$ cat config.mk
export PLATFORM = sky130hd
export DESIGN_NAME = txq_irq_top
export DESIGN_NICKNAME = d
export VERILOG_FILES = /design/src/rtl/txq_irq_pkg.sv /design/src/rtl/txq_irq_ctrl.sv /design/src/rtl/txq_irq_dp.sv /design/src/rtl/txq_irq_top.sv
export SDC_FILE = /design/constraint.sdc
export NUM_CORES = 1
export LEC_CHECK = 0
export BUFFER_PORTS_ARGS = -buffer_cell sky130_fd_sc_hd__buf_2
export CORE_MARGIN = 4
export CORE_UTILIZATION = 45
export CTS_CLUSTER_SIZE = 12
export DETAILED_ROUTE_END_ITERATION = 8
export PLACE_DENSITY = 0.84
export SLEW_MARGIN = 20
export SYNTH_ARGS = -nofsm -noshare
export SYNTH_HDL_FRONTEND = slang
export SYNTH_SLANG_ARGS = --single-unit
$ cat constraint.sdc
create_clock -name clk -period 3 [get_ports clk]
set_clock_uncertainty 0.1 [all_clocks]
set_input_delay 0.45 -clock clk [delete_from_list [all_inputs] [get_ports clk]]
set_output_delay 0.45 -clock clk [all_outputs]
set_load 0.05 [all_outputs]
$ cat src/rtl/txq_irq_pkg.sv
package txq_irq_pkg;
  localparam int STAT_BITS  = 10;
  localparam int PULSE_BITS = 7;
  localparam int LEVEL_CNT  = 3;

  typedef struct packed {
    logic statWr;
    logic enWr;
    logic statRd;
    logic enRd;
  } hostStrobe_t;
endpackage

$ cat src/rtl/txq_irq_ctrl.sv
module txq_irq_ctrl
  import txq_irq_pkg::*;
#(
  parameter int ADDR_W   = 8,
  parameter int STAT_OFF = 'h2C,
  parameter int EN_OFF   = 'h30
) (
  input  logic [ADDR_W-1:0] busAddr,
  input  logic              busWrEn,
  output hostStrobe_t       strobe
);
  logic hitStat;
  logic hitEn;

  assign hitStat = (busAddr == ADDR_W'(STAT_OFF));
  assign hitEn   = (busAddr == ADDR_W'(EN_OFF));

  always_comb begin
    strobe.statWr = busWrEn & hitStat;
    strobe.enWr   = busWrEn & hitEn;
    strobe.statRd = hitStat;
    strobe.enRd   = hitEn;
  end
endmodule

$ cat src/rtl/txq_irq_dp.sv
module txq_irq_dp
  import txq_irq_pkg::*;
#(
  parameter int CNT_W     = 11,
  parameter int DATA_W    = 32,
  parameter int LVL_HALF  = 512,
  parameter int LVL_MID   = 768,
  parameter int LVL_HIGH  = 924
) (
  input  logic                  clk,
  input  logic                  rstN,
  input  hostStrobe_t           strobe,
  input  logic [DATA_W-1:0]     busWrData,
  output logic [DATA_W-1:0]     busRdData,
  input  logic [CNT_W-1:0]      fillCount,
  input  logic [PULSE_BITS-1:0] pulseEv,
  output logic [STAT_BITS-1:0]  statusQ,
  output logic [STAT_BITS-1:0]  enableQ,
  output logic                  irqOut
);
  localparam logic [LEVEL_CNT*CNT_W-1:0] LEVELS =
    {CNT_W'(LVL_HIGH), CNT_W'(LVL_MID), CNT_W'(LVL_HALF)};
  localparam int PAD_W = DATA_W - STAT_BITS;

  logic [CNT_W-1:0]     prevCount;
  logic [LEVEL_CNT-1:0] crossEv;
  logic [STAT_BITS-1:0] setMask;
  logic [STAT_BITS-1:0] clrMask;
  logic [STAT_BITS-1:0] statusNext;

  for (genvar g = 0; g < LEVEL_CNT; g++) begin : g_level
    localparam logic [CNT_W-1:0] LVL = LEVELS[g*CNT_W +: CNT_W];
    assign crossEv[g] = (prevCount < LVL) && (fillCount >= LVL);
  end

  assign setMask    = {crossEv, pulseEv};
  assign clrMask    = strobe.statWr ? busWrData[STAT_BITS-1:0] : '0;
  assign statusNext = (statusQ & ~clrMask) | setMask;

  always_ff @(posedge clk) begin
    if (!rstN) begin
      prevCount <= '0;
      statusQ   <= '0;
      enableQ   <= '0;
      irqOut    <= 1'b0;
    end else begin
      prevCount <= fillCount;
      statusQ   <= statusNext;
      if (strobe.enWr) enableQ <= busWrData[STAT_BITS-1:0];
      irqOut    <= |(statusQ & enableQ);
    end
  end

  always_comb begin
    busRdData = '0;
    if (strobe.statRd)    busRdData = {{PAD_W{1'b0}}, statusQ};
    else if (strobe.enRd) busRdData = {{PAD_W{1'b0}}, enableQ};
  end
endmodule

$ cat src/rtl/txq_irq_top.sv
module txq_irq_top
  import txq_irq_pkg::*;
#(
  parameter int ADDR_W   = 8,
  parameter int DATA_W   = 32,
  parameter int DEPTH    = 1024,
  parameter int STAT_OFF = 'h2C,
  parameter int EN_OFF   = 'h30,
  parameter int CNT_W    = $clog2(DEPTH + 1)
) (
  input  logic              clk,
  input  logic              rstN,
  input  logic [ADDR_W-1:0] busAddr,
  input  logic              busWrEn,
  input  logic [DATA_W-1:0] busWrData,
  output logic [DATA_W-1:0] busRdData,
  input  logic [CNT_W-1:0]  fillCount,
  input  logic              evSytSent,
  input  logic              evPayloadDone,
  input  logic              evDbcLoss,
  input  logic              evInputErr,
  input  logic              evLostCycle,
  input  logic              evBankFull,
  input  logic              evBankEmpty,
  output logic              irqOut
);
  localparam int LVL_HALF = DEPTH / 2;
  localparam int LVL_MID  = DEPTH - 256;
  localparam int LVL_HIGH = DEPTH - 100;

  hostStrobe_t          strobe;
  logic [STAT_BITS-1:0] statusVal;
  logic [STAT_BITS-1:0] enableVal;
  logic [PULSE_BITS-1:0] pulseEv;

  assign pulseEv = {evSytSent, evPayloadDone, evDbcLoss, evInputErr,
                    evLostCycle, evBankFull, evBankEmpty};

  txq_irq_ctrl #(.ADDR_W(ADDR_W), .STAT_OFF(STAT_OFF), .EN_OFF(EN_OFF)) ctrl_i (
    .busAddr (busAddr),
    .busWrEn (busWrEn),
    .strobe  (strobe)
  );

  txq_irq_dp #(
    .CNT_W(CNT_W), .DATA_W(DATA_W),
    .LVL_HALF(LVL_HALF), .LVL_MID(LVL_MID), .LVL_HIGH(LVL_HIGH)
  ) dp_i (
    .clk       (clk),
    .rstN      (rstN),
    .strobe    (strobe),
    .busWrData (busWrData),
    .busRdData (busRdData),
    .fillCount (fillCount),
    .pulseEv   (pulseEv),
    .statusQ   (statusVal),
    .enableQ   (enableVal),
    .irqOut    (irqOut)
  );
endmodule

==> impl_metrics.tcl <==
set metrics [dict create \
    wl_per_cell_um 11.8 \
    pin_count 94 \
    worstSetupPathType "in2out" \
    nNetsFinal 277 \
    r2r_setup_slack_ns 1.84 \
    p_per_area_nw_per_um2 470 \
    place_ws_ns 0.465 \
    slew_headroom_pct 62.0 \
    hp-start "busWrData[1]" \
    r2r_end "dp_i.irqOut$_SDFF_PN0_" \
    status "complete, no violations" \
    rows 20 \
    switchingPower_mw 0.248 \
    die_height_um 65.2 \
    worst_pin_slew_ns 0.570 \
    cts.path.max_buffers 2 \
    final_hold_viol_count 0 \
    holdCritPathClass "in2reg" \
    dp_hpwl_um 2320 \
    cts_resized 0 \
    place.gp.congestion 0.768 \
    drt_iter0_markers 60 \
    drive_above_1_share_pct 28.1 \
    dp.cells 253 \
    cp_max_fo 10 \
    cap_violations 0 \
    viasPerCell 4.73 \
    switching_share_pct 30.6 \
    fin_setup_tns_ns 0 \
    grt_pass1_vias 1153 \
    numCtsBuffers 5 \
    crit_arrival_ns 1.98 \
    final.period_utilization_pct 84.4 \
    grt_overflow 0 \
    synth_warnings 0 \
    clock.fmax_ghz 0.395 \
    p_clk_share_pct 31.4 \
    syn_to_final_growth_pct 17.2 \
    cts_tree "yes" \
    timing.final.max_slew_violations 0 \
    combPwrFrac_pct 16.0 \
    postRouteAntennaNets 0 \
    dieArea_um2 4250 \
    fp.dieW_um 65.2 \
    internal_power_mw 0.563 \
    htree_levels 2 \
    synth_seq_area_share_pct 40.8 \
    postCtsSetupBuffers 0 \
    leakage_nw 0.883 \
    place_area_um2 1660 \
    yosysUniqueCellTypes 27 \
    crit_path_end "busRdData[7]" \
    path_clk_slew_ns 0.10 \
    coreArea_um2 3100 \
    cts.sinks 30 \
    ys_ff_latch 30 \
    cts_hold_buf 0 \
    setup_viol 0 \
    clk_latency_ns 0.33 \
    cp.required_ns 2.45 \
    syn_avg_cell_area_um2 8.87 \
    cts_root_buffer "clkbuf_4" \
    final_cells 261 \
    vdd_drop_max_v 0.000249 \
    drc 0 \
    p_seq_share_pct 52.6 \
    dr.pass1.iters 4 \
    start_util_pct 47.5 \
    track_usage_pct 15.2 \
    critical_path.startpoint "busAddr[1]" \
    vias 1235 \
    diodes 0 \
    rsz0062_at_grt "false" \
    grt_antenna_before_repair 0 \
    reg2reg_depth 3 \
    syn_inst 166 \
    grt_max_degree 39 \
    grt_pass1_wl_um 5040 \
    r2r-start "dp_i.statusQ[7]$_SDFF_PN0_" \
    crit_path_end_kind "output pin" \
    startpoint_type "input port" \
    netlist_area_um2 1470 \
    min_period_ns 2.53 \
    drt-total-wl_um 3070 \
    fin_area_um2 1730 \
    io_buffers 47 \
    worst_slack_ns 0.468 \
]
[worst min-delay path by stage]
stage	cells past startpoint	slack, ns	end
after detailed placement	2	0.37	dp_i.enableQ[2]$_SDFFE_PN0P_
after global routing	2	0.20	dp_i.statusQ[6]$_SDFF_PN0_
after global placement	2	0.36	dp_i.enableQ[9]$_SDFFE_PN0P_
after floorplan	1	0.34	dp_i.statusQ[9]$_SDFF_PN0_
final	2	0.21	dp_i.statusQ[1]$_SDFF_PN0_
after CTS	2	0.20	dp_i.statusQ[5]$_SDFF_PN0_
[critical path: stages]
cell,delay (ns)
buf_2,0.09
or4_4,0.58
nor4_2,0.23
buf_4,0.21
a22o_1,0.16
buf_2,0.26
[state kept, by name, indices dropped and copies added, names as in the netlist]
| register | count |
|---|---|
| dp_i.statusQ | 10 |
| dp_i.prevCount | 9 |
| dp_i.enableQ | 10 |
| dp_i.irqOut | 1 |
[cell type report]
class | instances | area [um^2]
fill | 323 | 1380
tap | 44 | 55.1
clock buffer | 6 | 51.3
timing repair buffer | 50 | 258
sequential | 30 | 601
clock inverter | 2 | 12.5
multi-input combinational | 120 | 714
inverter | 9 | 33.8
[through the flow]
stage / util (%) / total power, mW / hold WS (ns)
2_1_floorplan: - / 0.550 / 0.344
3_3_place_gp: 53.5 / 0.563 / 0.359
3_5_place_dp: 53.5 / 0.564 / 0.368
4_1_cts: 55.6 / 0.816 / 0.200
5_1_grt: 55.6 / 0.848 / 0.197
6_report: 55.6 / 0.810 / 0.208
[kinds of logic (layout without fill, tap and decap cells)]
| kind of cell | Yosys count | in the layout | share of synthesized area, % |
|---|---|---|---|
| AND/OR/NAND/NOR | 46 | 46 | 15.9 |
| AO/OA/AOI/OAI | 42 | 42 | 20.2 |
| buffers and inverters | 37 | 67 | 16.1 |
| other | 1 | 22 | 0.255 |
| multiplexers | 10 | 10 | 6.80 |
| flip-flops | 30 | 30 | 40.8 |
[power groups by stage]
| stage | registers, mW | clock network [mW] | logic [mW] |
|---|---|---|---|
| 2_1_floorplan | 0.432 | 0 | 0.118 |
| 3_3_place_gp | 0.435 | 0 | 0.127 |
| 3_5_place_dp | 0.435 | 0 | 0.129 |
| 4_1_cts | 0.426 | 0.261 | 0.129 |
| 5_1_grt | 0.429 | 0.277 | 0.142 |
| 6_report | 0.426 | 0.254 | 0.130 |
[placed cells by master, fill, tap and decap left out, types with 3 or more instances in the layout]
cell type and n:
dfxtp_1 30, a22o_1 12, buf_4 3, a21oi_1 3, and2_1 10, buf_2 47
o31ai_1 3, o21ai_0 8, a31oi_1 9, mux2i_1 10, inv_1 9, nand2_1 24
clkbuf_4 5, nor2_1 4, conb_1 22
[cell usage after synthesis]
library cell | instances | share of area [%]
nand2_1 | 24 | 6.1
nor3_1 | 2 | 0.68
buf_4 | 22 | 11
nor4_2 | 1 | 0.85
and2_1 | 10 | 4.2
a21oi_1 | 3 | 1.0
a221oi_1 | 2 | 1.2
mux2i_1 | 10 | 6.8
or4_4 | 1 | 0.76
or4b_4 | 1 | 0.93
nand3_1 | 2 | 0.68
conb_1 | 1 | 0.25
inv_1 | 9 | 2.3
a22o_1 | 12 | 7.1
o31ai_1 | 3 | 1.5
a311oi_1 | 1 | 0.59
a211o_1 | 1 | 0.59
a22oi_1 | 1 | 0.51
dfxtp_1 | 30 | 41
clkbuf_1 | 4 | 1.0
o21ai_0 | 8 | 2.7
nand4b_1 | 1 | 0.59
a31oi_1 | 9 | 3.8
buf_6 | 2 | 1.5
nor2_1 | 4 | 1.0
a21o_1 | 1 | 0.51
o41ai_1 | 1 | 0.59
[metal layers]
layer | track usage, % | part of all wire, %
met1 | 19.9 | 45
met2 | 22.9 | 44
met3 | 2.91 | 8.3
met4 | 9.33 | 2.1
met5 | 0 | 0
No activity file was read; power rests on OpenSTA's default activity.
